## config.mk

```make
export PLATFORM = sky130hd
export DESIGN_NAME = audio_stat_regs
export DESIGN_NICKNAME = d
export VERILOG_FILES = /design/src/rtl/audio_stat_pkg.sv /design/src/rtl/stat_sticky_bank.sv /design/src/rtl/stat_busy_track.sv /design/src/rtl/stat_irq_merge.sv /design/src/rtl/audio_stat_regs.sv
export SDC_FILE = /design/constraint.sdc
export NUM_CORES = 1
export LEC_CHECK = 0
export BUFFER_PORTS_ARGS = -buffer_cell sky130_fd_sc_hd__buf_2
export CORE_MARGIN = 2
export CORE_UTILIZATION = 42
export CTS_CLUSTER_SIZE = 25
export DETAILED_ROUTE_END_ITERATION = 10
export HOLD_SLACK_MARGIN = 0.02
export PLACE_DENSITY = 0.82
export SLEW_MARGIN = 0
export SYNTH_ARGS = -nofsm -noshare
export SYNTH_HDL_FRONTEND = slang
export SYNTH_SLANG_ARGS = --single-unit
```

## constraint.sdc

```tcl
create_clock -name clk -period 1.7 [get_ports clk]
set_input_delay 0.255 -clock clk [delete_from_list [all_inputs] [get_ports clk]]
set_output_delay 0.255 -clock clk [all_outputs]
set_load 0.05 [all_outputs]
```

## src/rtl/audio_stat_pkg.sv

```systemverilog
package audio_stat_pkg;

  localparam int WORD_W        = 32;
  localparam int N_STICKY      = 4;
  localparam int N_ATTN        = 4;

  localparam int POS_RX_BUSY   = 29;
  localparam int POS_TX_BUSY   = 28;
  localparam int POS_UNDER     = 25;
  localparam int POS_OVER      = 24;
  localparam int POS_STICKY_LO = 20;
  localparam int POS_ATTN_LO   = 16;
  localparam int POS_LOOP      = 15;
  localparam int POS_RX_EN     = 29;
  localparam int POS_TX_EN     = 28;
  localparam int IRQ_LO        = 16;
  localparam int IRQ_HI        = 25;
  localparam int IRQ_W         = IRQ_HI - IRQ_LO + 1;

  typedef enum logic {
    SEL_CTRL = 1'b0,
    SEL_STAT = 1'b1
  } reg_sel_e;

  // Bits of the control register that software can write
  function automatic logic [WORD_W-1:0] ctrl_wr_mask();
    logic [WORD_W-1:0] m;
    m = '0;
    m[POS_RX_EN] = 1'b1;
    m[POS_TX_EN] = 1'b1;
    for (int i = IRQ_LO; i <= IRQ_HI; i++) m[i] = 1'b1;
    m[POS_LOOP] = 1'b1;
    return m;
  endfunction

  // Assemble the status word from its live and stored parts
  function automatic logic [WORD_W-1:0] pack_status(
    input logic                rxb,
    input logic                txb,
    input logic                under,
    input logic                over,
    input logic [N_STICKY-1:0] sticky,
    input logic [N_ATTN-1:0]   attn
  );
    logic [WORD_W-1:0] w;
    w = '0;
    w[POS_RX_BUSY] = rxb;
    w[POS_TX_BUSY] = txb;
    w[POS_UNDER]   = under;
    w[POS_OVER]    = over;
    w[POS_STICKY_LO +: N_STICKY] = sticky;
    w[POS_ATTN_LO   +: N_ATTN]   = attn;
    return w;
  endfunction

  // OR of enabled interrupt sources
  function automatic logic irq_reduce(
    input logic [WORD_W-1:0] stat,
    input logic [WORD_W-1:0] ctrl
  );
    return |(stat[IRQ_HI:IRQ_LO] & ctrl[IRQ_HI:IRQ_LO]);
  endfunction

  // Next busy state: set by start, held until a stop condition
  function automatic logic busy_next(
    input logic busy,
    input logic start,
    input logic en,
    input logic frame_end,
    input logic idle
  );
    if (busy) return ~(idle | (~en & frame_end));
    return start;
  endfunction

endpackage

```

## src/rtl/stat_sticky_bank.sv

```systemverilog
module stat_sticky_bank #(
  parameter int N = 4
) (
  input  logic         clk,
  input  logic         rst_n,
  input  logic [N-1:0] set_i,
  input  logic [N-1:0] clr_i,
  output logic [N-1:0] flag_o
);

  for (genvar g = 0; g < N; g++) begin : g_flag
    logic q;
    always_ff @(posedge clk) begin
      if (!rst_n)          q <= 1'b0;
      else if (set_i[g])   q <= 1'b1;
      else if (clr_i[g])   q <= 1'b0;
    end
    assign flag_o[g] = q;
  end

endmodule

```

## src/rtl/stat_busy_track.sv

```systemverilog
module stat_busy_track
  import audio_stat_pkg::*;
#(
  parameter bit WAIT_LOCK = 1'b1
) (
  input  logic clk,
  input  logic rst_n,
  input  logic en,
  input  logic lock,
  input  logic frame_end,
  input  logic idle,
  output logic busy
);

  logic start;
  logic busy_d;

  assign start  = WAIT_LOCK ? (en & lock) : en;
  assign busy_d = busy_next(busy, start, en, frame_end, idle);

  always_ff @(posedge clk) begin
    if (!rst_n) busy <= 1'b0;
    else        busy <= busy_d;
  end

endmodule

```

## src/rtl/stat_irq_merge.sv

```systemverilog
module stat_irq_merge
  import audio_stat_pkg::*;
(
  input  logic              clk,
  input  logic              rst_n,
  input  logic [WORD_W-1:0] stat,
  input  logic [WORD_W-1:0] ctrl,
  output logic              irq_q
);

  logic irq_d;
  assign irq_d = irq_reduce(stat, ctrl);

  always_ff @(posedge clk) begin
    if (!rst_n) irq_q <= 1'b0;
    else        irq_q <= irq_d;
  end

endmodule

```

## src/rtl/audio_stat_regs.sv

```systemverilog
module audio_stat_regs
  import audio_stat_pkg::*;
(
  input  logic              clk,
  input  logic              rst_n,
  input  logic              bus_sel,
  input  logic              bus_wr,
  input  logic [WORD_W-1:0] bus_wdata,
  output logic [WORD_W-1:0] bus_rdata,
  input  logic              ev_bad_pre,
  input  logic              ev_b_pre,
  input  logic              ev_blk_done,
  input  logic              ev_user_unit,
  input  logic              lv_tx_under,
  input  logic              lv_rx_over,
  input  logic [N_ATTN-1:0] lv_attn,
  input  logic              rx_lock,
  input  logic              rx_frame_end,
  input  logic              rx_idle,
  input  logic              tx_frame_end,
  output logic              irq
);

  localparam logic [WORD_W-1:0] CTRL_MASK = ctrl_wr_mask();

  logic [WORD_W-1:0]   ctrl_q;
  logic [WORD_W-1:0]   stat_word;
  logic [N_STICKY-1:0] ev_vec;
  logic [N_STICKY-1:0] clr_mask;
  logic [N_STICKY-1:0] sticky_q;
  logic                wr_ctrl;
  logic                wr_stat;
  logic                rx_en;
  logic                tx_en;
  logic                rx_busy;
  logic                tx_busy;

  assign wr_ctrl  = bus_wr & (bus_sel == SEL_CTRL);
  assign wr_stat  = bus_wr & (bus_sel == SEL_STAT);
  assign ev_vec   = {ev_bad_pre, ev_b_pre, ev_blk_done, ev_user_unit};
  assign clr_mask = wr_stat ? bus_wdata[POS_STICKY_LO +: N_STICKY] : '0;
  assign rx_en    = ctrl_q[POS_RX_EN];
  assign tx_en    = ctrl_q[POS_TX_EN];

  always_ff @(posedge clk) begin
    if (!rst_n)       ctrl_q <= '0;
    else if (wr_ctrl) ctrl_q <= bus_wdata & CTRL_MASK;
  end

  stat_sticky_bank #(.N(N_STICKY)) u_sticky (
    .clk    (clk),
    .rst_n  (rst_n),
    .set_i  (ev_vec),
    .clr_i  (clr_mask),
    .flag_o (sticky_q)
  );

  stat_busy_track #(.WAIT_LOCK(1'b1)) u_rx_busy (
    .clk       (clk),
    .rst_n     (rst_n),
    .en        (rx_en),
    .lock      (rx_lock),
    .frame_end (rx_frame_end),
    .idle      (rx_idle),
    .busy      (rx_busy)
  );

  stat_busy_track #(.WAIT_LOCK(1'b0)) u_tx_busy (
    .clk       (clk),
    .rst_n     (rst_n),
    .en        (tx_en),
    .lock      (1'b0),
    .frame_end (tx_frame_end),
    .idle      (1'b0),
    .busy      (tx_busy)
  );

  assign stat_word = pack_status(rx_busy, tx_busy, lv_tx_under, lv_rx_over,
                                 sticky_q, lv_attn);

  stat_irq_merge u_irq (
    .clk   (clk),
    .rst_n (rst_n),
    .stat  (stat_word),
    .ctrl  (ctrl_q),
    .irq_q (irq)
  );

  assign bus_rdata = (bus_sel == SEL_STAT) ? stat_word : ctrl_q;

endmodule

```

==> results of run 1 <==
## logic make-up (layout without fill, tap and decap cells)
| logic type | count (synthesis) | count (layout) |
|---|---|---|
| AND/OR/NAND/NOR | 41 | 41 |
| buffers and inverters | 27 | 50 |
| multiplexers | 12 | 12 |
| flip-flops | 20 | 20 |
| other | 1 | 19 |
| AO/OA/AOI/OAI | 26 | 26 |
## metal layers
layer,vias to the layer above,share of wire (%)
li1,466,-
met1,420,45
met2,44,44
met3,2,10
met4,0,0.64
met5,-,0
## sequential cells by signal, summed over array words and instances (netlist names)
signal / count
u_irq.irq_q: 1
ctrl_q: 13
u_rx_busy.busy: 1
u_tx_busy.busy: 1
u_sticky.g_flag.q: 4
## worst register-to-register path, stage by stage, from the launching register on
cell,delay [ps]
dfxtp_1,340
a22o_1,210
a221oi_1,270
a31oi_1,130
## how the worst max path moves through the flow
stage | startpoint | end | slack [ps]
after floorplan | bus_sel | bus_rdata[15] | 150
final | bus_sel | bus_rdata[29] | 240
after global placement | bus_sel | bus_rdata[29] | 240
after CTS | bus_sel | bus_rdata[29] | 230
after detailed placement | bus_sel | bus_rdata[19] | 240
after global routing | bus_sel | bus_rdata[24] | 200
## power groups by stage
stage	Clock [mW]	Sequential, mW	Combinational [mW]
after floorplan	0	0.524	0.285
after global placement	0	0.519	0.320
after detailed placement	0	0.519	0.321
after CTS	0.394	0.509	0.323
after global routing	0.411	0.512	0.343
final	0.389	0.508	0.321
## through the flow
step	setup slack (ps)	instances	cell area [µm²]	util [%]	power [mW]
2_1_floorplan	149.8	145	1125	-	0.8091
3_3_place_gp	237.1	194	1205	49.54	0.8388
3_5_place_dp	237.3	194	1205	49.54	0.8406
4_1_cts	233.9	198	1257	51.70	1.225
5_1_grt	199.6	198	1257	51.70	1.266
6_report	241.1	198	1257	51.70	1.218
## cell usage in the layout, fill, tap and decap left out
cell	instances
bufinv_16	1
nand2b_1	1
inv_1	2
nand2_1	26
nand3_1	4
mux2_2	12
dfxtp_1	20
a221oi_1	2
nor2b_4	1
o21ai_0	1
a31oi_1	1
clkbuf_4	3
a22oi_1	1
nor2_1	5
nand2b_2	1
a21oi_1	19
a22o_1	2
nor2b_1	3
buf_2	44
conb_1	19
## area by class of cell
cell class | instances | area (µm²)
well taps | 30 | 37.54
clock inverters | 1 | 30.03
inverters | 2 | 7.507
repair buffers | 44 | 220.2
clock buffers | 3 | 22.52
flip-flops and latches | 20 | 400.4
fillers | 254 | 1175
multi-input cells | 98 | 539.3
==> impl_metrics.csv, run 1 <==
group,metric,value,unit
yosys,synth_xor_area_share,0,%
job,drv_cap,0,
yosys,synth_edf_count,0,
global_routing,gr-total-overflow,0,
global_routing,grt_pass1_wl,3.132,mm
clocking,clock-sinks,20,
global_routing,top_usage_layer,"met2",
sta,maxSlewViolCount,0,
detailed_routing,antenna_left,0,
power,clkPwrFrac,31.9,%
setup_path,end_kind,"output port",
sta,final_hold_viol_count,0,
yosys,yosysWarnings,0,
floorplanning,rows,18,
setup_path,path_cells,"buf_2 > mux2_2 > buf_2",
setup_path,r2r_cells,3,
layout,antennaDiodeCount,0,
sta,slew_headroom,57.98,%
detailed_routing,wire_per_inst,10.32,µm
setup_path,cp.required,1440,ps
clocking,holdBufCountCts,0,
clocking,cts_setup_buffers,0,
sta,worst_pin_slew,629.6,ps
global_routing,grt_pass1_vias,745,
global_routing,grtUsageTotal,14.66,%
power,p_int,0.8132,mW
yosys,synthSimpleGateAreaFrac,17.40,%
detailed_routing,wirelength,2.043,mm
setup_path,critPathMaxStageDelay,380,ps
yosys,synth_commonest_cells,"nand2_1 (26), buf_4 (22), dfxtp_1 (20)",
layout,drive_gt1_share,36.90,%
floorplanning,start_util,43.47,%
yosys,synth_area,1057,µm²
setup_path,crit_fanout,19,
yosys,seq_area_frac_synth,37.87,%
outcome,status,"finished clean",
setup_path,cp.depth,3,
setup_path,crit_slowest_cell,"mux2_2",
hold_path,worstHoldEndpoint,"u_sticky.g_flag[2].q$_SDFFE_PN0P_",
global_routing,antenna_found_initial,0,
detailed_routing,route.detailed.drc,0,
global_routing,grt_use_met3,4.167,%
setup_path,crit_type,"in -> out",
placed_design,dpl.hpwl,1.515,mm
setup_path,cpLargestDelayFamily,"buffers and inverters",
sta,max_freq,0.6854,GHz
yosys,synth_mux_area_share,12.78,%
clocking,clkLatencyLatePin,300,ps
sta,rsz0062_at_grt,"no",
clocking,cts_root_buf,"clkbuf_4",
power,p_leak,0.6060,nW
yosys,synth_compound_area_share,14.08,%
detailed_routing,drt_iter0_markers,12,
hold_path,hold_path.class,"in -> reg",
yosys,synthAdderAreaFrac,0,%
power,p_sw,0.4053,mW
yosys,ys.flop_type,"dfxtp_1",
detailed_routing,drtPass1Iterations,4,
global_routing,use_met1,18.57,%
floorplanning,fp.dieH,54.17,µm
setup_path,cp.arrival,1200,ps
setup_path,cp-start-kind,"input port",
detailed_routing,dr_total_vias,932,
hold_path,hold_depth,3,
clocking,cts_tree,"done",
sta,skew,11.35,ps
power,powerDensity,968.9,nW/µm²
layout,finalNetCount,219,
global_routing,grt_max_degree,21,
placed_design,place_congestion,0.7125,
sta,whs,151.0,ps
setup_path,r2r-end,"u_irq.irq_q$_SDFF_PN0_",
yosys,yosysTopAreaCell,"dfxtp_1",
hold_path,hp-start,"ev_b_pre",
setup_path,worst_path_most_repeated_cell,"buf_2",
power,combPwrFrac,26.3,%
yosys,synthCells,127,
power,peakVddDrop,583.9,µV
power,seqPwrFrac,41.7,%
floorplanning,core_area,2432,µm²
yosys,yosys.area.top_type_share,37.87,%
power,swShare,33.26,%
global_routing,grt_use_met2,23.69,%
floorplanning,ios,83,
yosys,synthTopCellsByArea,"dfxtp_1 (38%), buf_4 (16%), mux2_2 (13%)",
setup_path,rrSetupSlack,620,ps
yosys,yosysMostFrequentCell,"nand2_1",
yosys,synth_area_per_cell,8.325,µm²
clocking,htree_levels,1,
floorplanning,die_w,54.17,µm
detailed_routing,routed_via_density,4.707,
yosys,yosysUniqueCellTypes,20,
layout,area_growth,18.94,%
yosys,synth-async-reset-ratio,0,%
clocking,ctsResizeCount,0,
yosys,ys_ff_latch,20,
clocking,cts_inserted_buffers,3,
sta,fin_setup_tns,0,ps
clocking,clkTransAtPathRegs,130,ps
floorplanning,dieArea,2934,µm²
setup_path,critPathBufInv,2,
yosys,synth_top_family_by_area,"buffers and inverters",
sta,setup-violations-final,0,
sta,fin_crit_sh,85.82,%
placed_design,portBuffers,44,
setup_path,rr_startpoint,"ctrl_q[18]$_SDFFE_PN0P_",
sta,period_minus_slack,1459,ps
clocking,cts.path.max_buffers,2,
Power figures use the tool's default switching activity.
==> inputs of run 2 (changes only) <==
--- a/config.mk
+++ b/config.mk
@@ -6,13 +6,13 @@
 export NUM_CORES = 1
 export LEC_CHECK = 0
 export BUFFER_PORTS_ARGS = -buffer_cell sky130_fd_sc_hd__buf_2
+export CORE_ASPECT_RATIO = 0.7
 export CORE_MARGIN = 2
 export CORE_UTILIZATION = 42
 export CTS_CLUSTER_SIZE = 25
 export DETAILED_ROUTE_END_ITERATION = 10
 export HOLD_SLACK_MARGIN = 0.02
 export PLACE_DENSITY = 0.82
-export SLEW_MARGIN = 0
 export SYNTH_ARGS = -nofsm -noshare
 export SYNTH_HDL_FRONTEND = slang
 export SYNTH_SLANG_ARGS = --single-unit
==> run 2 against run 1 <==
Effect of this change:
- non-clock buffer count stayed put
- total power is 14% lower
- routed wire length up 1.7%
==> impl_metrics.csv, run 2 (synthesized netlist as in run 1, its figures left out) <==
group,metric,value,unit
outcome,status,"finished clean",
clocking,holdBufCountCts,0,
setup_path,cp.arrival,1220,ps
detailed_routing,wirelength,2.077,mm
detailed_routing,routed_via_density,4.493,
layout,finalNetCount,219,
sta,fin_setup_tns,0,ps
sta,max_freq,0.6792,GHz
setup_path,crit_type,"in -> out",
detailed_routing,wl_met1,1.011,mm
clocking,cts_root_buf,"clkbuf_4",
clocking,cts_inserted_buffers,3,
layout,drive_gt1_share,36.53,%
hold_path,hp-start,"ev_user_unit",
power,seqPwrFrac,48.3,%
layout,largest_reg_flops,13,
clocking,ctsResizeCount,0,
sta,period_minus_slack,1472,ps
floorplanning,start_util,43.67,%
setup_path,path_cells,"buf_2 > mux2_2 > buf_2",
placed_design,place_congestion,0.6939,
layout,final_cell_mix,"buf_2 (44), nand2_1 (26), dfxtp_1 (20)",
setup_path,crit_start,"bus_sel",
layout,fin_cells,201,
sta,rsz0062_at_grt,"no",
detailed_routing,wire_per_inst,10.33,µm
global_routing,grt_pass1_wl,3.256,mm
setup_path,worst_path_most_repeated_cell,"buf_2",
floorplanning,dieArea,2941,µm²
power,clkPwrFrac,21.2,%
global_routing,antenna_found_initial,0,
global_routing,grt_max_degree,21,
setup_path,critPathMaxStageDelay,390,ps
floorplanning,die_w,63.97,µm
setup_path,crit_slowest_cell,"mux2_2",
floorplanning,rows,15,
clocking,clkTransAtPathRegs,110,ps
clocking,cts_setup_buffers,0,
detailed_routing,drt_iter0_markers,11,
sta,slew_headroom,58.48,%
clocking,htree_levels,1,
floorplanning,fp.dieH,45.98,µm
clocking,clkLatencyLatePin,290,ps
detailed_routing,wl_met2,882,µm
global_routing,grt_pass1_vias,795,
detailed_routing,route.detailed.drc,0,
detailed_routing,drtPass1Iterations,4,
detailed_routing,dr_wl_met3,183,µm
floorplanning,core_area,2421,µm²
detailed_routing,highest_layer,"met3",
floorplanning,ios,83,
hold_path,hold_path.class,"in -> reg",
placed_design,dpl.hpwl,1.560,mm
layout,final_common_cell,"buf_2",
placed_design,portBuffers,44,
sta,fin_crit_sh,86.60,%
setup_path,rr_startpoint,"ctrl_q[18]$_SDFFE_PN0P_",
setup_path,cp.required,1440,ps
clocking,cts_tree,"done",
sta,final_hold_viol_count,0,
sta,worst_pin_slew,622.2,ps
setup_path,end_kind,"output port",
clocking,clock-sinks,20,
global_routing,gr-total-overflow,0,
detailed_routing,dr_total_vias,903,
placed_design,placed_cells,198,
sta,skew,1.217,ps
power,combPwrFrac,30.5,%
detailed_routing,antenna_left,0,
sta,maxSlewViolCount,0,
power,swShare,37.54,%
job,drv_cap,0,
clocking,cts.path.max_buffers,2,
setup_path,cp-start-kind,"input port",
layout,area_growth,16.57,%
layout,reg.largest.list,"ctrl_q x13, u_sticky.g_flag.q x4",
power,p_leak,0.5919,nW
power,p_int,0.6574,mW
sta,setup-violations-final,0,
global_routing,grtUsageTotal,14.53,%
layout,regMostFlops,"ctrl_q",
setup_path,crit_fanout,19,
power,peakVddDrop,543.9,µV
layout,antennaDiodeCount,0,
power,powerDensity,854.0,nW/µm²
power,p_sw,0.3951,mW
## run 2: changes by cell type in the layout (fill, tap and decap cells not counted)
cell | before | now
bufinv_16 | 1 | 0
## run 2: critical path: cells and delay by family
kind	cells	cell delay (ps)
multiplexers	1	390
buffers and inverters	2	570
## run 2: layer usage
layer,GRT usage (%),vias to the layer above
li1,-,466
met1,17.07,399
met2,25.42,38
met3,6.931,0
met4,1.304,0
met5,0,-
## run 2: power groups by stage
stage	sequential, mW	combinational (mW)	clock (mW)
global placement	0.519	0.321	0
detailed placement	0.520	0.322	0
finish	0.509	0.321	0.223
floorplan	0.524	0.285	0
global route	0.512	0.344	0.248
CTS	0.509	0.323	0.230
## run 2: final cells by class
class / count / area (µm²)
multi-input combinational: 98 / 539.3
timing repair buffer: 44 / 220.2
tap: 34 / 42.54
fill: 261 / 1189
clock buffer: 3 / 22.52
inverter: 2 / 7.507
sequential: 20 / 400.4
## run 2: path summary, 6_finish.rpt
| kind | slack [ps] | depth (start not counted) | end |
|---|---|---|---|
| min reg2reg | 460 | 2 | ctrl_q[15]$_SDFFE_PN0P_ |
| min | 160 | 3 | u_sticky.g_flag[0].q$_SDFFE_PN0P_ |
| max | 230 | 3 | bus_rdata[24] |
| max reg2reg | 620 | 3 | u_irq.irq_q$_SDFF_PN0_ |
## run 2: metrics by stage
stage | hold slack [ps] | power [mW] | util, % | setup slack, ps | cell area, µm²
after floorplan | 372.4 | 0.8091 | - | 149.8 | 1125
after global placement | 443.2 | 0.8396 | 49.97 | 222.2 | 1210
after detailed placement | 449.5 | 0.8419 | 49.97 | 220.3 | 1210
after CTS | 154.8 | 1.062 | 50.90 | 220.1 | 1232
after global routing | 164.1 | 1.104 | 50.90 | 175.8 | 1232
final | 159.4 | 1.052 | 50.90 | 227.7 | 1232
==> inputs of run 3 (changes only) <==
--- a/config.mk
+++ b/config.mk
@@ -13,6 +13,7 @@
 export DETAILED_ROUTE_END_ITERATION = 10
 export HOLD_SLACK_MARGIN = 0.02
 export PLACE_DENSITY = 0.82
+export SETUP_SLACK_MARGIN = 0.4
 export SYNTH_ARGS = -nofsm -noshare
 export SYNTH_HDL_FRONTEND = slang
 export SYNTH_SLANG_ARGS = --single-unit
==> constraint.sdc (replaced) <==
create_clock -name clk -period 1.9 [get_ports clk]
set_input_delay 0.285 -clock clk [delete_from_list [all_inputs] [get_ports clk]]
set_output_delay 0.285 -clock clk [all_outputs]
set_load 0.05 [all_outputs]
==> run 3 against run 2 <==
Effect of this change:
- critical path depth is 1 lower
- cell area increased by 1.5%
- routed wire length increased by 0.34%
- sequential share of layout area is 0.49 points lower
- total power decreased by 6.0%
- cell count increased by 0.50%
- via count increased by 1.2%
- critical endpoint is now bus_rdata[21]
==> impl_metrics.csv, run 3 (synthesized netlist as in run 1, its figures left out) <==
group,metric,value,unit
layout,fin_cells,202,
clocking,cts_root_buf,"clkbuf_4",
setup_path,cp.required,1620,ps
clocking,cts_tree,"done",
sta,period_minus_slack,1400,ps
layout,finalNetCount,219,
floorplanning,core_area,2421,µm²
detailed_routing,drtPass1Iterations,4,
global_routing,gr-total-overflow,0,
sta,maxSlewViolCount,0,
detailed_routing,wirelength,2.084,mm
clocking,clock-sinks,20,
setup_path,cp.arrival,1110,ps
setup_path,crit_type,"reg -> out",
layout,area_growth,18.34,%
placed_design,place_congestion,0.7804,
global_routing,grt_pass1_vias,743,
detailed_routing,antenna_left,0,
placed_design,portBuffers,44,
detailed_routing,routed_via_density,4.525,
detailed_routing,dr_total_vias,914,
placed_design,placed_cells,198,
floorplanning,fp.dieH,45.98,µm
outcome,status,"finished clean",
sta,slew_headroom,60.44,%
clocking,holdBufCountCts,0,
sta,max_freq,0.7145,GHz
detailed_routing,wire_per_inst,10.32,µm
global_routing,antenna_found_initial,0,
sta,fin_crit_sh,73.66,%
detailed_routing,drt_iter0_markers,22,
layout,reg.largest.list,"ctrl_q x13, u_sticky.g_flag.q x4",
clocking,ctsResizeCount,1,
global_routing,grt_max_degree,21,
setup_path,end_kind,"output port",
power,peakVddDrop,337.2,µV
hold_path,hold_path.class,"in -> reg",
sta,rsz0062_at_grt,"no",
sta,final_hold_viol_count,0,
clocking,htree_levels,1,
floorplanning,dieArea,2941,µm²
floorplanning,start_util,43.67,%
global_routing,grtUsageTotal,14.83,%
sta,worst_pin_slew,592.7,ps
global_routing,grt_pass1_wl,3.249,mm
setup_path,cp-start-kind,"flop",
floorplanning,ios,83,
layout,regMostFlops,"ctrl_q",
clocking,clkLatencyLatePin,300,ps
power,p_leak,0.6001,nW
setup_path,crit_fanout,3,
sta,fin_setup_tns,0,ps
layout,final_cell_mix,"buf_2 (43), nand2_1 (26), dfxtp_1 (20)",
placed_design,dpl.hpwl,1.594,mm
layout,antennaDiodeCount,0,
floorplanning,rows,15,
sta,skew,7.175,ps
clocking,cts.path.max_buffers,2,
floorplanning,die_w,63.97,µm
layout,largest_reg_flops,13,
detailed_routing,route.detailed.drc,0,
sta,setup-violations-final,0,
power,powerDensity,790.9,nW/µm²
clocking,clkTransAtPathRegs,110,ps
job,drv_cap,0,
layout,drive_gt1_share,37.50,%
clocking,cts_inserted_buffers,3,
layout,final_common_cell,"buf_2",
clocking,cts_setup_buffers,0,
[run 3: changes by cell type in the layout (fill, tap and decap cells not counted)]
cell and delta:
buf_2 -1, buf_4 +1, clkbuf_8 +1, nor2b_1 -1, nor2b_2 +1
[run 3: cell type report]
class | count | area (µm²)
clock buffer | 4 | 36.28
fill | 259 | 1170
inverter | 2 | 7.507
multi-input combinational | 98 | 541.8
sequential | 20 | 400.4
tap | 34 | 42.54
timing repair buffer | 44 | 222.7
[run 3: path summary, 6_finish.rpt]
check / startpoint / to / slack (ps) / cells past startpoint
min: ev_bad_pre / u_sticky.g_flag[3].q$_SDFFE_PN0P_ / 180 / 3
min reg2reg: ctrl_q[16]$_SDFFE_PN0P_ / ctrl_q[16]$_SDFFE_PN0P_ / 470 / 2
max: ctrl_q[21]$_SDFFE_PN0P_ / bus_rdata[21] / 500 / 2
max reg2reg: u_sticky.g_flag[0].q$_SDFFE_PN0P_ / u_irq.irq_q$_SDFF_PN0_ / 840 / 3
[run 3: through the flow]
stage / cell area [µm²] / utilization, % / worst slack, ps / power, mW / hold WS, ps
2_1_floorplan: 1127 / - / 494.6 / 0.7243 / 402.4
3_3_place_gp: 1212 / 50.08 / 354.7 / 0.7518 / 443.6
3_5_place_dp: 1212 / 50.08 / 353.0 / 0.7538 / 461.7
4_1_cts: 1251 / 51.68 / 492.6 / 0.9974 / 179.9
5_1_grt: 1251 / 51.68 / 455.6 / 1.036 / 189.1
6_report: 1251 / 51.68 / 500.4 / 0.9896 / 182.9
[run 3: critical path, cell delays in order (launching register included)]
cell,delay [ps]
dfxtp_1,350
mux2_2,260
buf_2,210
[run 3: per-layer routing]
layer  global-route usage (%)  share of wire [%]  vias to the layer above
met1                    20.03                 46                      401
met3                    5.693                9.7                        2
met4                    2.609               0.38                        0
li1                         -                  -                      471
met5                        0                  0                        -
met2                    22.92                 44                       40
[run 3: power breakdown]
group,internal (mW),switching (mW)
sequential,0.441,0.0139
clock,0.117,0.129
combinational,0.0738,0.214
total,0.632,0.357
